<file path="config.mk">
export PLATFORM = sky130hd
export DESIGN_NAME = jscan_master
export DESIGN_NICKNAME = d
export VERILOG_FILES = /design/src/rtl/jscan_pkg.sv /design/src/rtl/jscan_tck_gen.sv /design/src/rtl/jscan_shreg.sv /design/src/rtl/jscan_seq.sv /design/src/rtl/jscan_master.sv
export SDC_FILE = /design/constraint.sdc
export NUM_CORES = 1
export LEC_CHECK = 0
export BUFFER_PORTS_ARGS = -buffer_cell sky130_fd_sc_hd__buf_4
export CAP_MARGIN = 40
export CORE_AREA = 8 8 132 134
export CTS_CLUSTER_SIZE = 16
export DETAILED_ROUTE_END_ITERATION = 10
export DIE_AREA = 0 0 140 142
export GPL_TIMING_DRIVEN = 0
export PLACE_DENSITY = 0.59
export SLEW_MARGIN = 20
export SYNTH_ARGS = -nofsm -noshare
export SYNTH_HDL_FRONTEND = slang
export SYNTH_HIERARCHICAL = 1
export SYNTH_SLANG_ARGS = --single-unit
</file>
<file path="constraint.sdc">
create_clock -name clk -period 8.2 [get_ports clk]
set_clock_uncertainty 0.05 [all_clocks]
set_input_delay 0.41 -clock clk [delete_from_list [all_inputs] [get_ports clk]]
set_output_delay 0.41 -clock clk [all_outputs]
set_load 0.02 [all_outputs]
</file>
<file path="src/rtl/jscan_pkg.sv">
package jscan_pkg;

    // Instruction register codes (low four bits; zero-extended to IR_LEN).
    localparam logic [3:0] INSN_ABORT_C = 4'h8;
    localparam logic [3:0] INSN_DP_C    = 4'hA;
    localparam logic [3:0] INSN_AP_C    = 4'hB;
    localparam logic [3:0] INSN_ID_C    = 4'hE;

    // Acknowledge codes returned in the first three captured bits.
    localparam logic [2:0] ACK_OKFAULT_C = 3'b010;
    localparam logic [2:0] ACK_WAIT_C    = 3'b001;

    // Width of the header field ahead of the data word (address + read flag).
    localparam int HDR_W = 3;

    // Number of TMS-high edges used to force Test-Logic-Reset.
    localparam int TLR_ONES = 5;

    typedef enum logic [3:0] {
        PH_RESET,
        PH_IDLE,
        PH_IR_HEAD,
        PH_IR_SHIFT,
        PH_IR_TAIL,
        PH_DR_HEAD,
        PH_DR_SHIFT,
        PH_DR_TAIL,
        PH_PAUSE
    } phase_e;

endpackage

</file>
<file path="src/rtl/jscan_tck_gen.sv">
module jscan_tck_gen #(
    parameter int TCK_HALF = 2
) (
    input  logic clk,
    input  logic rst_n,
    output logic tck,
    output logic rise_stb,
    output logic fall_stb
);
    localparam int CW = (TCK_HALF > 1) ? $clog2(TCK_HALF) : 1;

    typedef struct packed {
        logic [CW-1:0] cnt;
        logic          tck;
    } tg_t;

    tg_t  s_d, s_q;
    logic wrap;

    always_comb begin
        s_d  = s_q;
        wrap = (s_q.cnt == CW'(TCK_HALF - 1));
        if (wrap) begin
            s_d.cnt = '0;
            s_d.tck = ~s_q.tck;
        end else begin
            s_d.cnt = s_q.cnt + CW'(1);
        end
    end

    always_ff @(posedge clk or negedge rst_n) begin
        if (!rst_n) s_q <= '0;
        else        s_q <= s_d;
    end

    assign tck      = s_q.tck;
    assign rise_stb = wrap && !s_q.tck;
    assign fall_stb = wrap &&  s_q.tck;

endmodule

</file>
<file path="src/rtl/jscan_shreg.sv">
module jscan_shreg #(
    parameter int W = 4
) (
    input  logic         clk,
    input  logic         rst_n,
    input  logic         load,
    input  logic [W-1:0] load_val,
    input  logic         shift,
    input  logic         sin,
    output logic [W-1:0] q
);
    logic [W-1:0] q_d, q_q;
    logic [W-1:0] shifted;

    generate
        if (W == 1) begin : g_single
            assign shifted = sin;
        end else begin : g_multi
            assign shifted = {sin, q_q[W-1:1]};
        end
    endgenerate

    always_comb begin
        q_d = q_q;
        if (load)       q_d = load_val;
        else if (shift) q_d = shifted;
    end

    always_ff @(posedge clk or negedge rst_n) begin
        if (!rst_n) q_q <= '0;
        else        q_q <= q_d;
    end

    assign q = q_q;

endmodule

</file>
<file path="src/rtl/jscan_seq.sv">
module jscan_seq
    import jscan_pkg::*;
#(
    parameter int IR_LEN  = 4,
    parameter int DATA_W  = 32,
    parameter int PAUSE_W = 8,
    parameter int DR_LEN  = DATA_W + HDR_W,
    parameter int CNT_W   = 8
) (
    input  logic               clk,
    input  logic               rst_n,
    input  logic               rise_stb,
    input  logic               fall_stb,
    input  logic               req_valid,
    output logic               req_ready,
    input  logic               req_abort,
    input  logic               req_ap,
    input  logic [1:0]         req_addr,
    input  logic               req_rnw,
    input  logic [DATA_W-1:0]  req_wdata,
    input  logic               req_memdata,
    input  logic [PAUSE_W-1:0] pause_tck,
    input  logic [IR_LEN-1:0]  ir_word,
    input  logic [DR_LEN-1:0]  dr_word,
    output logic               ir_load,
    output logic [IR_LEN-1:0]  ir_load_val,
    output logic               ir_shift,
    output logic               dr_load,
    output logic [DR_LEN-1:0]  dr_load_val,
    output logic               dr_shift,
    output logic               tms,
    output logic               tdi,
    output logic               done,
    output logic [HDR_W-1:0]   rsp_ack,
    output logic [DATA_W-1:0]  rsp_data
);
    typedef struct packed {
        phase_e             phase;
        logic [CNT_W-1:0]   cnt;
        logic [PAUSE_W-1:0] pause;
        logic [IR_LEN-1:0]  cur_ir;
        logic               tms;
        logic               tdi;
        logic               done;
        logic [HDR_W-1:0]   ack;
        logic [DATA_W-1:0]  data;
    } sq_t;

    sq_t  s_d, s_q;
    logic finish;
    logic use_pause;

    // TMS value to present for a given step of a given phase.
    function automatic logic tms_of(input phase_e ph, input logic [CNT_W-1:0] c);
        case (ph)
            PH_RESET:    return c < CNT_W'(TLR_ONES);
            PH_IR_HEAD:  return c < CNT_W'(2);
            PH_IR_SHIFT: return c == CNT_W'(IR_LEN - 1);
            PH_IR_TAIL:  return c == '0;
            PH_DR_HEAD:  return c == '0;
            PH_DR_SHIFT: return c == CNT_W'(DR_LEN - 1);
            PH_DR_TAIL:  return c == '0;
            default:     return 1'b0;
        endcase
    endfunction

    always_comb begin
        ir_load_val = req_abort ? IR_LEN'(INSN_ABORT_C)
                    : (req_ap   ? IR_LEN'(INSN_AP_C) : IR_LEN'(INSN_DP_C));
        dr_load_val = req_abort ? {DATA_W'(1), HDR_W'(0)}
                    : {req_wdata, req_addr, req_rnw};
        use_pause   = req_ap && !req_abort && req_memdata;
    end

    always_comb begin
        s_d      = s_q;
        s_d.done = 1'b0;
        finish   = 1'b0;
        ir_load  = 1'b0;
        dr_load  = 1'b0;
        ir_shift = 1'b0;
        dr_shift = 1'b0;

        // Rising TCK: the TAP takes the presented step; advance the walk.
        if (rise_stb) begin
            s_d.cnt = s_q.cnt + CNT_W'(1);
            case (s_q.phase)
                PH_RESET: if (s_q.cnt == CNT_W'(TLR_ONES)) begin
                    s_d.phase  = PH_IDLE;
                    s_d.cnt    = '0;
                    s_d.cur_ir = IR_LEN'(INSN_ID_C);
                end
                PH_IDLE: s_d.cnt = '0;
                PH_IR_HEAD: if (s_q.cnt == CNT_W'(3)) begin
                    s_d.phase = PH_IR_SHIFT;
                    s_d.cnt   = '0;
                end
                PH_IR_SHIFT: begin
                    ir_shift = 1'b1;
                    if (s_q.cnt == CNT_W'(IR_LEN - 1)) begin
                        s_d.phase = PH_IR_TAIL;
                        s_d.cnt   = '0;
                    end
                end
                PH_IR_TAIL: if (s_q.cnt == CNT_W'(1)) begin
                    s_d.phase = PH_DR_HEAD;
                    s_d.cnt   = '0;
                end
                PH_DR_HEAD: if (s_q.cnt == CNT_W'(2)) begin
                    s_d.phase = PH_DR_SHIFT;
                    s_d.cnt   = '0;
                end
                PH_DR_SHIFT: begin
                    dr_shift = 1'b1;
                    if (s_q.cnt == CNT_W'(DR_LEN - 1)) begin
                        s_d.phase = PH_DR_TAIL;
                        s_d.cnt   = '0;
                    end
                end
                PH_DR_TAIL: if (s_q.cnt == CNT_W'(1)) begin
                    if (s_q.pause != '0) begin
                        s_d.phase = PH_PAUSE;
                        s_d.cnt   = '0;
                    end else begin
                        finish = 1'b1;
                    end
                end
                PH_PAUSE: if (s_q.cnt + CNT_W'(1) == CNT_W'(s_q.pause)) begin
                    finish = 1'b1;
                end
                default: s_d.phase = PH_RESET;
            endcase
            if (finish) begin
                s_d.phase = PH_IDLE;
                s_d.cnt   = '0;
                s_d.done  = 1'b1;
                s_d.ack   = dr_word[HDR_W-1:0];
                s_d.data  = dr_word[DR_LEN-1:HDR_W];
            end
        end

        // Falling TCK: accept a request if idle, then present the next step.
        if (fall_stb) begin
            if (s_q.phase == PH_IDLE && req_valid) begin
                ir_load    = 1'b1;
                dr_load    = 1'b1;
                s_d.cnt    = '0;
                s_d.pause  = use_pause ? pause_tck : '0;
                s_d.cur_ir = ir_load_val;
                s_d.phase  = (ir_load_val == s_q.cur_ir) ? PH_DR_HEAD : PH_IR_HEAD;
            end
            s_d.tms = tms_of(s_d.phase, s_d.cnt);
            s_d.tdi = (s_d.phase == PH_IR_SHIFT) ? ir_word[0]
                    : (s_d.phase == PH_DR_SHIFT) ? dr_word[0] : 1'b0;
        end
    end

    always_ff @(posedge clk or negedge rst_n) begin
        if (!rst_n) begin
            s_q        <= '0;
            s_q.phase  <= PH_RESET;
            s_q.tms    <= 1'b1;
            s_q.cur_ir <= IR_LEN'(INSN_ID_C);
        end else begin
            s_q <= s_d;
        end
    end

    assign req_ready = (s_q.phase == PH_IDLE);
    assign tms       = s_q.tms;
    assign tdi       = s_q.tdi;
    assign done      = s_q.done;
    assign rsp_ack   = s_q.ack;
    assign rsp_data  = s_q.data;

    // completion is a single-cycle pulse
    assert_done_pulse_R5: assert property (@(posedge clk) disable iff (!rst_n)
        done |=> !done);

    // idle is left only when a request was presented
    assert_ready_drop_R10: assert property (@(posedge clk) disable iff (!rst_n)
        $fell(req_ready) |-> $past(req_valid));

    // while waiting for work the TAP is parked with TMS low
    assert_ready_parked_R7: assert property (@(posedge clk) disable iff (!rst_n)
        req_ready |-> !tms);

endmodule

</file>
<file path="src/rtl/jscan_master.sv">
module jscan_master
    import jscan_pkg::*;
#(
    parameter int IR_LEN   = 4,
    parameter int DATA_W   = 32,
    parameter int PAUSE_W  = 8,
    parameter int TCK_HALF = 2
) (
    input  logic               clk,
    input  logic               rst_n,
    input  logic               req_valid,
    output logic               req_ready,
    input  logic               req_abort,
    input  logic               req_ap,
    input  logic [1:0]         req_addr,
    input  logic               req_rnw,
    input  logic [DATA_W-1:0]  req_wdata,
    input  logic               req_memdata,
    input  logic [PAUSE_W-1:0] pause_tck,
    output logic               done,
    output logic [2:0]         rsp_ack,
    output logic [DATA_W-1:0]  rsp_data,
    output logic               tck,
    output logic               tms,
    output logic               tdi,
    input  logic               tdo
);
    localparam int DR_LEN = DATA_W + HDR_W;
    localparam int DR_CW  = $clog2(DR_LEN + 1);
    localparam int CNT_W  = (DR_CW > PAUSE_W) ? DR_CW : PAUSE_W;

    logic              rise_stb, fall_stb;
    logic              ir_load, ir_shift, dr_load, dr_shift;
    logic [IR_LEN-1:0] ir_word, ir_load_val;
    logic [DR_LEN-1:0] dr_word, dr_load_val;

    jscan_tck_gen #(.TCK_HALF(TCK_HALF)) u_tck (
        .clk      (clk),
        .rst_n    (rst_n),
        .tck      (tck),
        .rise_stb (rise_stb),
        .fall_stb (fall_stb)
    );

    jscan_shreg #(.W(IR_LEN)) u_ir (
        .clk      (clk),
        .rst_n    (rst_n),
        .load     (ir_load),
        .load_val (ir_load_val),
        .shift    (ir_shift),
        .sin      (1'b0),
        .q        (ir_word)
    );

    jscan_shreg #(.W(DR_LEN)) u_dr (
        .clk      (clk),
        .rst_n    (rst_n),
        .load     (dr_load),
        .load_val (dr_load_val),
        .shift    (dr_shift),
        .sin      (tdo),
        .q        (dr_word)
    );

    jscan_seq #(
        .IR_LEN  (IR_LEN),
        .DATA_W  (DATA_W),
        .PAUSE_W (PAUSE_W),
        .DR_LEN  (DR_LEN),
        .CNT_W   (CNT_W)
    ) u_seq (
        .clk         (clk),
        .rst_n       (rst_n),
        .rise_stb    (rise_stb),
        .fall_stb    (fall_stb),
        .req_valid   (req_valid),
        .req_ready   (req_ready),
        .req_abort   (req_abort),
        .req_ap      (req_ap),
        .req_addr    (req_addr),
        .req_rnw     (req_rnw),
        .req_wdata   (req_wdata),
        .req_memdata (req_memdata),
        .pause_tck   (pause_tck),
        .ir_word     (ir_word),
        .dr_word     (dr_word),
        .ir_load     (ir_load),
        .ir_load_val (ir_load_val),
        .ir_shift    (ir_shift),
        .dr_load     (dr_load),
        .dr_load_val (dr_load_val),
        .dr_shift    (dr_shift),
        .tms         (tms),
        .tdi         (tdi),
        .done        (done),
        .rsp_ack     (rsp_ack),
        .rsp_data    (rsp_data)
    );

    // TMS moves only together with a falling TCK
    assert_tms_on_fall_R2: assert property (@(posedge clk) disable iff (!rst_n)
        !$stable(tms) |-> $fell(tck));

    // TDI moves only together with a falling TCK
    assert_tdi_on_fall_R4: assert property (@(posedge clk) disable iff (!rst_n)
        !$stable(tdi) |-> $fell(tck));

    // a finished transaction leaves TMS low (TAP in Run-Test/Idle)
    assert_done_idle_R7: assert property (@(posedge clk) disable iff (!rst_n)
        done |-> !tms);

endmodule

</file>
==> results.md, run 1 <==
- Crit-path cells: ha_1, nand3_2, nor2_4, xnor2_1, nor4_4, nand3_1, a21oi_2, buf_2, mux2_2
- Worst-path clk slew: 70 ps
- Post-CTS setup buffers: 0
- Drt total wl: 14500 µm
- Worst setup SP type: flop
- Chip Width: 140 µm
- Largest net degree at the start of global routing: 66
- Post-Syn Nets: approximately 660
- CP delay by family, top: simple AND/OR/NAND/NOR gates
- Pwr/cell area: 139 nW/µm²
- Top-area cell type share of the netlist area: 41.6%
- Clock latency reported for the late side of the worst-skew pair: between 300 and 400 ps
- Kind of critical path: flop to flop
- CP max stage delay: 520 ps
- Area growth, synth to finish: 21.2%
- CP Max Fanout: 10
- Final number of hold-violating endpoints: 0
- Levels on crit path: 9
- Tcrit/Tclk final: 43.1%
- Total track usage: 14.9%
- H-tree Lvls: 3
- First-pass GRT wire length: 24400 µm
- Most frequent cells in the layout: buf_4, dfrtp_1, nand2_1, mux2i_1, nor2b_1
- Crit path capture: u_seq/rsp_data[10]$_DFFE_PN0P_
- Routed vias: 4630
- Period minus WS final: 3530 ps
- Ratio of cells with drive above 1 in the final layout: 32.0%
- Synth top area cells: dfrtp_1, mux2i_1, mux2_2
- Req. time, crit path: approximately 8400 ps
- Port bufs: 89
- RSZ-0062 raised after global routing: no
- Status: finished, final reports clean
- Core Footprint: 15400 µm²
- Sequential share of the synthesized area: 43.3%
- CTS Root Cell: clkbuf_16
- Post-synth EDFFs: 0
- Multi-input logic area: 2810 µm²
- Starting density of the core: 38.7%
- Final Max Tran Viols: 0
- Post-Syn Instances: 606
- Post-route ant nets: 0
- Max_cap viols: 0
- Worst reg2reg setup slack: 4670 ps
- Clock Path Buffers: 2
- Yosys cell types: 71
- Leading cell type in the layout, fill and taps excluded: buf_4
- Leakage: around 3.5 nW
- Post-DP HPWL: approximately 11000 µm
- 1st-iter DRT viols: between 200 and 250
- Synthesis-stage register bit count: slightly above 100
- Top-Level Pins: 90
- Final core occ: 46.9%
- Crit Reg-Reg Endpoint: u_seq/rsp_data[10]$_DFFE_PN0P_
- HP Class: primary input to flop
- Worst r2r path cells: 9
- Slew of the pin with the lowest slew margin: between 700 and 800 ps
- Die H: 142 µm
- Syn. warnings: 6
- Relative slew slack: a little under half
- Critical path buffers and inverters: 1
- Die area: 19900 µm²
- Largest area contributor in the netlist: dfrtp_1
- Final setup viols: 0
- Final #Nets: 761
- Crit end category: flop
- Number of buffers created by CTS: 9
- R2r startpoint: u_seq/s_q[50]$_DFF_PN0_
- Synth Cell Area: between 5000 and 6000 µm²
- Ys flop type: dfrtp_1
- Ys async rst share: 100%
- Worst EP arrival: 3710 ps
- Worst Hold Margin: ~240 ps
- Clock sink count: approximately 100
- Initial DRT Pass Iterations: 5
- Vias in the first global route: 4805
- Antenna violations before repair: 0
- Drt wl/cell: 16.0 µm
- Remaining DRCs: 0
- Total grt overflow: 0
- Crit path from: u_seq/s_q[50]$_DFF_PN0_
- FP Rows: 46
- Gpl congestion: 0.812
- Synthesized area per cell: 9.84 µm²
- Fmax: between 0.2 and 0.3 GHz
- Drt via density: between 5 and 6
- Filler instances: approximately 1.5k
- CTS tree: built
- N_diodes: 0
- Reg area: 2580 µm²
- Tot Pwr: 0.00100 W
- Setup Total Neg Slack: 0 ps
- Critical-path top delay cell: dfrtp_1
- Max VDD drop: 122 µV
-- how the worst min path moves through the flow --
stage                     cells after the start                    start                         to  slack (ps)
after floorplan                               0                    rst_n      u_dr/q[0]$_DFFE_PN0P_          60
after global placement                        2  u_seq/s_q[40]$_DFF_PN1_    u_seq/s_q[40]$_DFF_PN1_         400
after detailed placement                      1                    rst_n      u_tck/tck$_DFFE_PN0P_         310
after CTS                                     3             pause_tck[0]  u_seq/s_q[42]$_DFFE_PN0P_         230
after global routing                          3             pause_tck[5]  u_seq/s_q[47]$_DFFE_PN0P_         240
final                                         3             pause_tck[7]  u_seq/s_q[49]$_DFFE_PN0P_         240
-- what timing repair did --
item,CTS,global route
hold buffers,1,0
hold endpoints to repair,38,0
gates resized for setup,0,0
-- cell usage after synthesis, types with 2 or more instances --
cell type	number
a21oi_1	17
nor2_1	25
nand4_1	9
buf_6	4
or3_1	3
xnor2_1	6
or2_2	3
a31oi_1	8
buf_4	39
conb_1	3
mux2i_1	40
nor3_1	9
nor4_1	4
o21ai_1	34
nand3_2	2
o21ai_2	3
nor4_4	2
clkbuf_1	16
dfrtp_1	99
and3_1	2
o21ai_0	11
o211a_1	2
dfstp_2	4
ha_1	3
nor4b_1	4
buf_12	3
a211oi_1	2
mux2_2	35
nand2_1	75
a21o_1	2
a31oi_2	2
inv_1	14
xor2_1	8
nor3b_1	3
nor2b_1	36
buf_2	11
nand3_1	22
o32ai_1	2
and2_1	7
-- registers in the layout, indices dropped and copies added, names as in the netlist --
| name | cells |
|---|---|
| u_dr/q | 35 |
| u_ir/q | 4 |
| u_seq/done | 1 |
| u_seq/rsp_ack | 3 |
| u_seq/rsp_data | 32 |
| u_seq/s_q | 24 |
| u_seq/tdi | 1 |
| u_seq/tms | 1 |
| u_tck/tck | 1 |
| u_tck/wrap | 1 |
-- final cells by class --
cell class              count  area share, %
clock buffers              10           3.31
clock inverters             6           1.06
plain buffers              75           7.22
flip-flops and latches    103           35.7
inverters                  14          0.727
well taps                 192           3.32
repair buffers             91           9.82
multi-input cells         414           38.8
-- cells by family after synthesis --
| group | after synthesis | share of synthesized area, % |
|---|---|---|
| xor+xnor | 14 | 2.06 |
| simple gates | 218 | 19.6 |
| other cells | 3 | 0.189 |
| buf+inv | 89 | 9.63 |
| fa+ha+maj | 4 | 0.819 |
| compound gates | 100 | 11.1 |
| flops | 103 | 43.3 |
| mux | 75 | 13.3 |
-- worst min-delay path: stages --
cell     delay (ps)
buf_4            80
nand3_1          50
nand2_1          60
-- metrics by stage --
stage	setup WS, ps	area [µm²]	instances
finish	4670	7230	905
global route	4410	7230	905
CTS	4660	7230	905
detailed placement	4680	6900	888
global placement	4750	6870	887
floorplan	5030	5960	606
-- power by group --
| part | switching (W) | leakage [nW] | internal, W | total, W |
|---|---|---|---|---|
| logic | 0.0000214 | 2.15 | 0.0000234 | 0.0000448 |
| clock network | 0.000199 | 0.149 | 0.000251 | 0.000450 |
| registers | 0.000000923 | 1.22 | 0.000509 | 0.000510 |
-- layer usage --
| metal | vias to the layer above | track usage, % | share of wire, % |
|---|---|---|---|
| met3 | 18 | 3.15 | 5.0 |
| li1 | 2261 | - | - |
| met1 | 2224 | 19.8 | 47 |
| met5 | - | 0 | 0 |
| met2 | 127 | 23.7 | 46 |
| met4 | 0 | 5.03 | 1.8 |
No activity file was read; power rests on OpenSTA's default activity.
==> inputs of run 2 (changes only) <==
--- a/config.mk
+++ b/config.mk
@@ -5,14 +5,15 @@
 export SDC_FILE = /design/constraint.sdc
 export NUM_CORES = 1
 export LEC_CHECK = 0
+export ABC_AREA = 1
 export BUFFER_PORTS_ARGS = -buffer_cell sky130_fd_sc_hd__buf_4
 export CAP_MARGIN = 40
-export CORE_AREA = 8 8 132 134
+export CORE_AREA = 8 8 131 133
 export CTS_CLUSTER_SIZE = 16
 export DETAILED_ROUTE_END_ITERATION = 10
-export DIE_AREA = 0 0 140 142
+export DIE_AREA = 0 0 139 141
 export GPL_TIMING_DRIVEN = 0
-export PLACE_DENSITY = 0.59
+export PLACE_DENSITY = 0.62
 export SLEW_MARGIN = 20
 export SYNTH_ARGS = -nofsm -noshare
 export SYNTH_HDL_FRONTEND = slang
==> constraint.sdc (replaced) <==
create_clock -name clk -period 3 [get_ports clk]
set_clock_uncertainty 0.05 [all_clocks]
set_input_delay 0.15 -clock clk [delete_from_list [all_inputs] [get_ports clk]]
set_output_delay 0.15 -clock clk [all_outputs]
set_load 0.02 [all_outputs]
==> run 2 against run 1 <==
Effect of this change:
- critical endpoint is now u_dr/q[29]$_DFFE_PN0P_
- sequential cell count is the same
- area after synthesis shrank 1.6%
- global-route usage grew 0.57 points
- critical path type unchanged
- sequential power grew to 2.7 times the previous value
- first-iteration DRC count grew 77%
- die area shrank 1.4%
- power grew to 2.9 times the previous value
- synthesized cell count grew 36%
==> results.md, run 2 <==
- Status: finished, final reports clean
- Largest net degree at the start of global routing: 71
- N_diodes: 0
- Starting density of the core: between 30% and 40%
- Most frequent cells in the layout: nand2_1, buf_4, nand3_1, dfrtp_1, inv_1
- Total track usage: 15.5%
- Worst setup SP type: flop
- Routed vias: about 5.3k
- H-tree Lvls: 3
- Final number of hold-violating endpoints: 0
- Most instantiated library cell after synthesis: nand2_1
- Number of buffers created by CTS: 9
- 1st-iter DRT viols: 404
- Largest register FFs: 35
- Pwr/cell area: between 300 and 400 nW/µm²
- Top-area cell type share of the netlist area: 42.2%
- Leakage: 4.06 nW
- Logic pwr share: 4.9%
- Clock latency reported for the late side of the worst-skew pair: 350 ps
- Ys async rst share: 100%
- Drt total wl: between 10000 and 15000 µm
- Vias in the first global route: between 5k and 6k
- Top-Level Pins: 90
- Worst-path clk slew: ~70 ps
- Syn. warnings: 6
- First-pass GRT wire length: 25000 µm
- Ratio of cells with drive above 1 in the final layout: 21.1%
- Die area: 19600 µm²
- Post-CTS setup buffers: 0
- Post-route ant nets: 0
- Gpl congestion: a little under 0.9
- FP Rows: 45
- Final instance area: 7250 µm²
- Hold path startpoint: tdo
- Die H: 141 µm
- Net Sw Frac: 22.8%
- Relative slew slack: 48.9%
- Final setup viols: 0
- Clock sink count: 103
- Clock Path Buffers: 2
- Post-Syn Nets: 880
- Tcrit/Tclk final: between 90% and 100%
- CTS tree: built
- Kind of critical path: flop to flop
- Drt wl/cell: 13.2 µm
- R2r startpoint: u_seq/s_q[60]$_DFF_PN0_
- Area post-placement: 6800 µm²
- Period minus WS final: around 2800 ps
- Remaining DRCs: 0
- Ys flop type: dfrtp_1
- Yosys cell types: 39
- Synth top area cells: dfrtp_1, nand2_1, nand3_1
- Sequential share of the synthesized area: 44.0%
- Setup Total Neg Slack: 0 ps
- Total grt overflow: 0
- Leading cell type in the layout, fill and taps excluded: nand2_1
- Fmax: 0.362 GHz
- Drt via density: around 4.7
- Max VDD drop: around 270 µV
- Chip Width: 139 µm
- Final Max Tran Viols: 0
- Area growth, synth to finish: 23.6%
- RSZ-0062 raised after global routing: yes
- Internal power: 0.00222 W
- Crit end category: flop
- Worst EP arrival: 2950 ps
- Req. time, crit path: 3190 ps
- Filler instances: 1565
- Flop pwr share: between 40% and 50%
- Multi-input logic area: 2500 µm²
- Port bufs: slightly below 90
- Crit path from: u_seq/s_q[60]$_DFF_PN0_
- Initial DRT Pass Iterations: 5
- Antenna violations before repair: 0
- Clock Power Share: 46.3%
- Post-synth EDFFs: 0
- Synth Cell Area: 5870 µm²
- CP Max Fanout: 11
- Most instantiated cells after synthesis: nand2_1, nand3_1, dfrtp_1
- Synthesized area per cell: slightly above 7 µm²
- Post-DP HPWL: 11400 µm
- Post-Syn Instances: 827
- Reg area: 2580 µm²
- Max_cap viols: 0
- Core Footprint: 15000 µm²
- Slew of the pin with the lowest slew margin: 760 ps
- Final #Nets: 990
- CTS Root Cell: clkbuf_16
- HP Class: primary input to flop
- Net Sw Power: roughly 0.00065 W
- Largest area contributor in the netlist: dfrtp_1
- Synthesis-stage register bit count: 103
run 2: power groups by stage:
stage	combinational (W)	clock, W	sequential [W]
floorplan	0.0000397	0	0.00143
finish	0.000141	0.00133	0.00140
CTS	0.000144	0.00136	0.00140
detailed placement	0.000134	0	0.00143
global placement	0.000128	0	0.00143
global route	0.000159	0.00141	0.00140
run 2: cell families after synthesis:
| logic type | count (synthesis) | share of synthesized area [%] |
|---|---|---|
| other cells | 3 | 0.192 |
| flops | 103 | 44.0 |
| xor+xnor | 1 | 0.149 |
| fa+ha+maj | 3 | 0.640 |
| simple gates | 522 | 37.9 |
| compound gates | 37 | 3.50 |
| buf+inv | 158 | 13.6 |
run 2: through the flow:
stage	utilization (%)	hold WS, ps	instances	setup WS (ps)	power (W)
floorplan	-	-196	827	636	0.00147
global placement	45.2	333	1104	99.6	0.00156
detailed placement	45.4	13.0	1105	31.2	0.00156
CTS	48.3	7.98	1130	8.39	0.00291
global route	48.4	25.0	1130	-16.4	0.00297
finish	48.4	9.32	1130	234	0.00287
run 2: final cells by class:
cell class | count | share of cell area [%]
inverters | 91 | 4.79
flip-flops and latches | 103 | 35.6
multi-input cells | 566 | 34.4
well taps | 188 | 3.24
clock inverters | 7 | 1.50
clock buffers | 9 | 3.10
repair buffers | 99 | 10.9
plain buffers | 67 | 6.43
run 2: what timing repair did:
item	in CTS	in global routing
hold buffers	9	0
endpoints found under the hold margin	41	0
setup endpoints to repair	0	61
resized for setup	0	15
run 2: path summary, 6_finish.rpt:
path                                                        to  slack (ps)  cells after the start
worst max register to register          u_dr/q[29]$_DFFE_PN0P_         230                     11
worst min-delay path                    u_dr/q[34]$_DFFE_PN0P_           9                      3
min in group asynchronous       u_seq/rsp_data[14]$_DFFE_PN0P_         190                      2
max in group asynchronous                u_seq/tms$_DFFE_PN1P_        2010                      3
worst max-delay path                    u_dr/q[29]$_DFFE_PN0P_         230                     11
worst min register to register            u_tck/wrap$_DFF_PN0_         420                      1
run 2: worst max-delay path, cell delays in order, from the launching register on:
cell	delay (ps)
dfrtp_1	430
nor2_1	170
nand3_1	140
inv_1	90
nand2_1	210
nor2_2	400
clkbuf_1	500
buf_6	250
inv_4	70
buf_4	170
nand3_1	90
nand3_1	80
run 2: metal layers:
metal	global-route usage (%)	part of all wire (%)	wire length, µm	vias up
li1	-	-	-	2745
met1	20.2	48	7110	2446
met2	25.2	47	6980	115
met3	2.84	4.0	604	15
met4	5.49	1.6	244	0
met5	0	0	0	-
==> inputs of run 3 (changes only) <==
--- a/config.mk
+++ b/config.mk
@@ -8,12 +8,13 @@
 export ABC_AREA = 1
 export BUFFER_PORTS_ARGS = -buffer_cell sky130_fd_sc_hd__buf_4
 export CAP_MARGIN = 40
-export CORE_AREA = 8 8 131 133
+export CORE_AREA = 2 2 125 127
 export CTS_CLUSTER_SIZE = 16
 export DETAILED_ROUTE_END_ITERATION = 10
-export DIE_AREA = 0 0 139 141
+export DIE_AREA = 0 0 127 129
 export GPL_TIMING_DRIVEN = 0
 export PLACE_DENSITY = 0.62
+export REMOVE_ABC_BUFFERS = 1
 export SLEW_MARGIN = 20
 export SYNTH_ARGS = -nofsm -noshare
 export SYNTH_HDL_FRONTEND = slang
==> run 3 against run 2 <==
Effect of this change:
- the run now ends with negative hold slack left
- first-iteration DRC count shrank 15%
- via count shrank 4.6%
- non-clock buffer count shrank 64
- register-to-register slack better by 99 ps
- wire length decreased by 5.4%
- core utilization decreased by 2.7 points
- sequential cell count did not move
- sequential power hardly changed
- critical path depth rose by 10
- global-route usage up 2.5 points
- critical path type unchanged
- critical endpoint is now u_seq/tms$_DFFE_PN1P_
- largest power group unchanged
==> results.md, run 3 (same netlist as run 2, synthesis figures left out) <==
- Largest net degree at the start of global routing: 65
- Logic pwr share: 4.9%
- Port bufs: 89
- CP delay by family, top: simple AND/OR/NAND/NOR gates
- Leading cell type in the layout, fill and taps excluded: nand2_1
- Drt wl/cell: 13.3 µm
- CTS tree: built
- Initial DRT Pass Iterations: 4
- Met3 Usage GRT: 4.20%
- Post-placement setup slack: -121 ps
- Crit-path cells: inv_2, ha_1, inv_1, nand2_1, nand2_1, nand3_1, nor2_2, nand3_1, nor2_1, nand2_2, nand2_2, nor2_2, nand2_1, nand2_1, nor2_1, nand3_1, nor2_1, nand2_1, a21oi_2, nand2_1, nand2_1
- CP max stage delay: about 440 ps
- Fmax: 0.375 GHz
- Slew of the pin with the lowest slew margin: 758 ps
- 1st-iter DRT viols: ~340
- Max VDD drop: 245 µV
- Hold path startpoint: pause_tck[2]
- Critical-path top delay cell: dfrtp_2
- Worst EP arrival: between 2000 and 3000 ps
- Req. time, crit path: about 3200 ps
- H-tree Lvls: 3
- Leakage: 3.78 nW
- Die H: roughly 130 µm
- FP Rows: 45
- Chip Width: 127 µm
- Top-Level Pins: 90
- Drt total wl: 14100 µm
- Final Max Tran Viols: 0
- Clock Path Buffers: 2
- Final setup viols: 0
- Met1 Use GR: 24.1%
- Clock Power Share: a little over two fifths
- Final number of hold-violating endpoints: 1
- Critical Path Most Common Cell: nand2_1
- Die area: roughly 16000 µm²
- Hold Path Stages: 3
- Core Footprint: between 10000 and 15000 µm²
- Worst-path clk slew: 70 ps
- Crit Reg-Reg Endpoint: u_seq/tms$_DFFE_PN1P_
- Flop pwr share: approximately 53%
- RSZ-0062 raised after global routing: no
- Setup Total Neg Slack: 0 ps
- Worst hold endpoint: u_seq/s_q[44]$_DFFE_PN0P_
- Tcrit/Tclk final: 88.9%
- Max_cap viols: 0
- Final #Nets: 926
- First-pass GRT wire length: 23900 µm
- R2r startpoint: u_seq/s_q[50]$_DFF_PN0_
- Crit end category: flop
- Worst setup SP type: flop
- Relative slew slack: 49.4%
- Area post-placement: roughly 6500 µm²
- Ratio of cells with drive above 1 in the final layout: 16.9%
- Net Sw Power: just under 0.0006 W
- Gpl congestion: approximately 0.84
- Total track usage: 18.0%
- Starting density of the core: 39.2%
- N_diodes: 0
- M2 GR Usage: 29.1%
- CTS Root Cell: clkbuf_16
- Remaining DRCs: 0
- Critical path buffers and inverters: 2
- Period minus WS final: 2670 ps
- Final core occ: 45.7%
- Net Sw Frac: 22.2%
- GR peak layer: met2
- Antenna violations before repair: 0
- Final instance area: 6850 µm²
- Pwr/cell area: 389 nW/µm²
- Drt via density: 4.76
- Internal power: between 0.002 and 0.0025 W
- Clock sink count: 103
- Post-DP HPWL: 9800 µm
- Vias in the first global route: 4982
- Kind of critical path: flop to flop
- Worst r2r path cells: 21
- Worst reg2reg setup slack: 330 ps
- Post-route ant nets: 0
- Routed vias: 5076
- Status: finished with violations
- Area growth, synth to finish: 16.7%
- Filler instances: 1537
- HP Class: primary input to flop
- Total grt overflow: 0
- Failing checks: negative hold slack
- Largest register FFs: 35
- Final worst slack: 333 ps
- CP Max Fanout: 6
- Number of buffers created by CTS: 9
- Most frequent cells in the layout: nand2_1, nand3_1, dfrtp_1, buf_4
- Worst Hold Margin: -0.205 ps
- Clock latency reported for the late side of the worst-skew pair: 350 ps
-- run 3: tightest hold or removal path, stage by stage --
cell and delay, ps:
buf_4 80, nand3_1 60, o21ai_0 70
-- run 3: final cells by class --
type / instances / area [µm²] / share of cell area, %
Sequential cell: 103 / 2580 / 37.7
Multi-Input combinational cell: 566 / 2510 / 36.7
Timing Repair Buffer: 102 / 882 / 12.9
Inverter: 91 / 349 / 5.10
Clock buffer: 12 / 256 / 3.74
Tap cell: 188 / 235 / 3.43
Clock inverter: 4 / 30.0 / 0.438
-- run 3: per-layer routing --
| metal | up-vias | wire (µm) |
|---|---|---|
| met5 | - | 0 |
| met4 | 0 | 201 |
| met3 | 15 | 766 |
| met2 | 112 | 6600 |
| met1 | 2328 | 6560 |
| li1 | 2621 | - |
-- run 3: how the worst max path moves through the flow --
stage / from / endpoint / cells past startpoint
floorplan: u_seq/s_q[60]$_DFF_PN0_ / u_seq/s_q[38]$_DFF_PN0_ / 8
global placement: u_seq/s_q[60]$_DFF_PN0_ / u_dr/q[32]$_DFFE_PN0P_ / 8
detailed placement: u_seq/s_q[50]$_DFF_PN0_ / u_seq/rsp_data[20]$_DFFE_PN0P_ / 15
CTS: u_seq/s_q[50]$_DFF_PN0_ / u_seq/tdi$_DFFE_PN0P_ / 20
global route: u_seq/s_q[50]$_DFF_PN0_ / u_seq/tdi$_DFFE_PN0P_ / 20
finish: u_seq/s_q[50]$_DFF_PN0_ / u_seq/tms$_DFFE_PN1P_ / 21
-- run 3: stage by stage --
stage | power (W) | cells
global route | 0.00278 | 1066
finish | 0.00266 | 1066
floorplan | 0.00146 | 760
detailed placement | 0.00156 | 1042
global placement | 0.00155 | 1037
CTS | 0.00270 | 1063
-- run 3: repair_timing --
| item | in CTS | in global routing |
|---|---|---|
| gates resized for setup | 1 | 4 |
| hold buffers | 5 | 0 |
| endpoints found under the hold margin | 43 | 0 |
| gates cloned | 0 | 0 |
| buffers inserted | 0 | 3 |
| setup endpoints to repair | 35 | 36 |
-- run 3: power by group through the flow --
stage	sequential, W	clock, W	combinational, W
floorplan	0.00143	0	0.0000318
global placement	0.00143	0	0.000123
detailed placement	0.00143	0	0.000129
CTS	0.00140	0.00116	0.000134
global route	0.00140	0.00122	0.000149
finish	0.00140	0.00113	0.000131
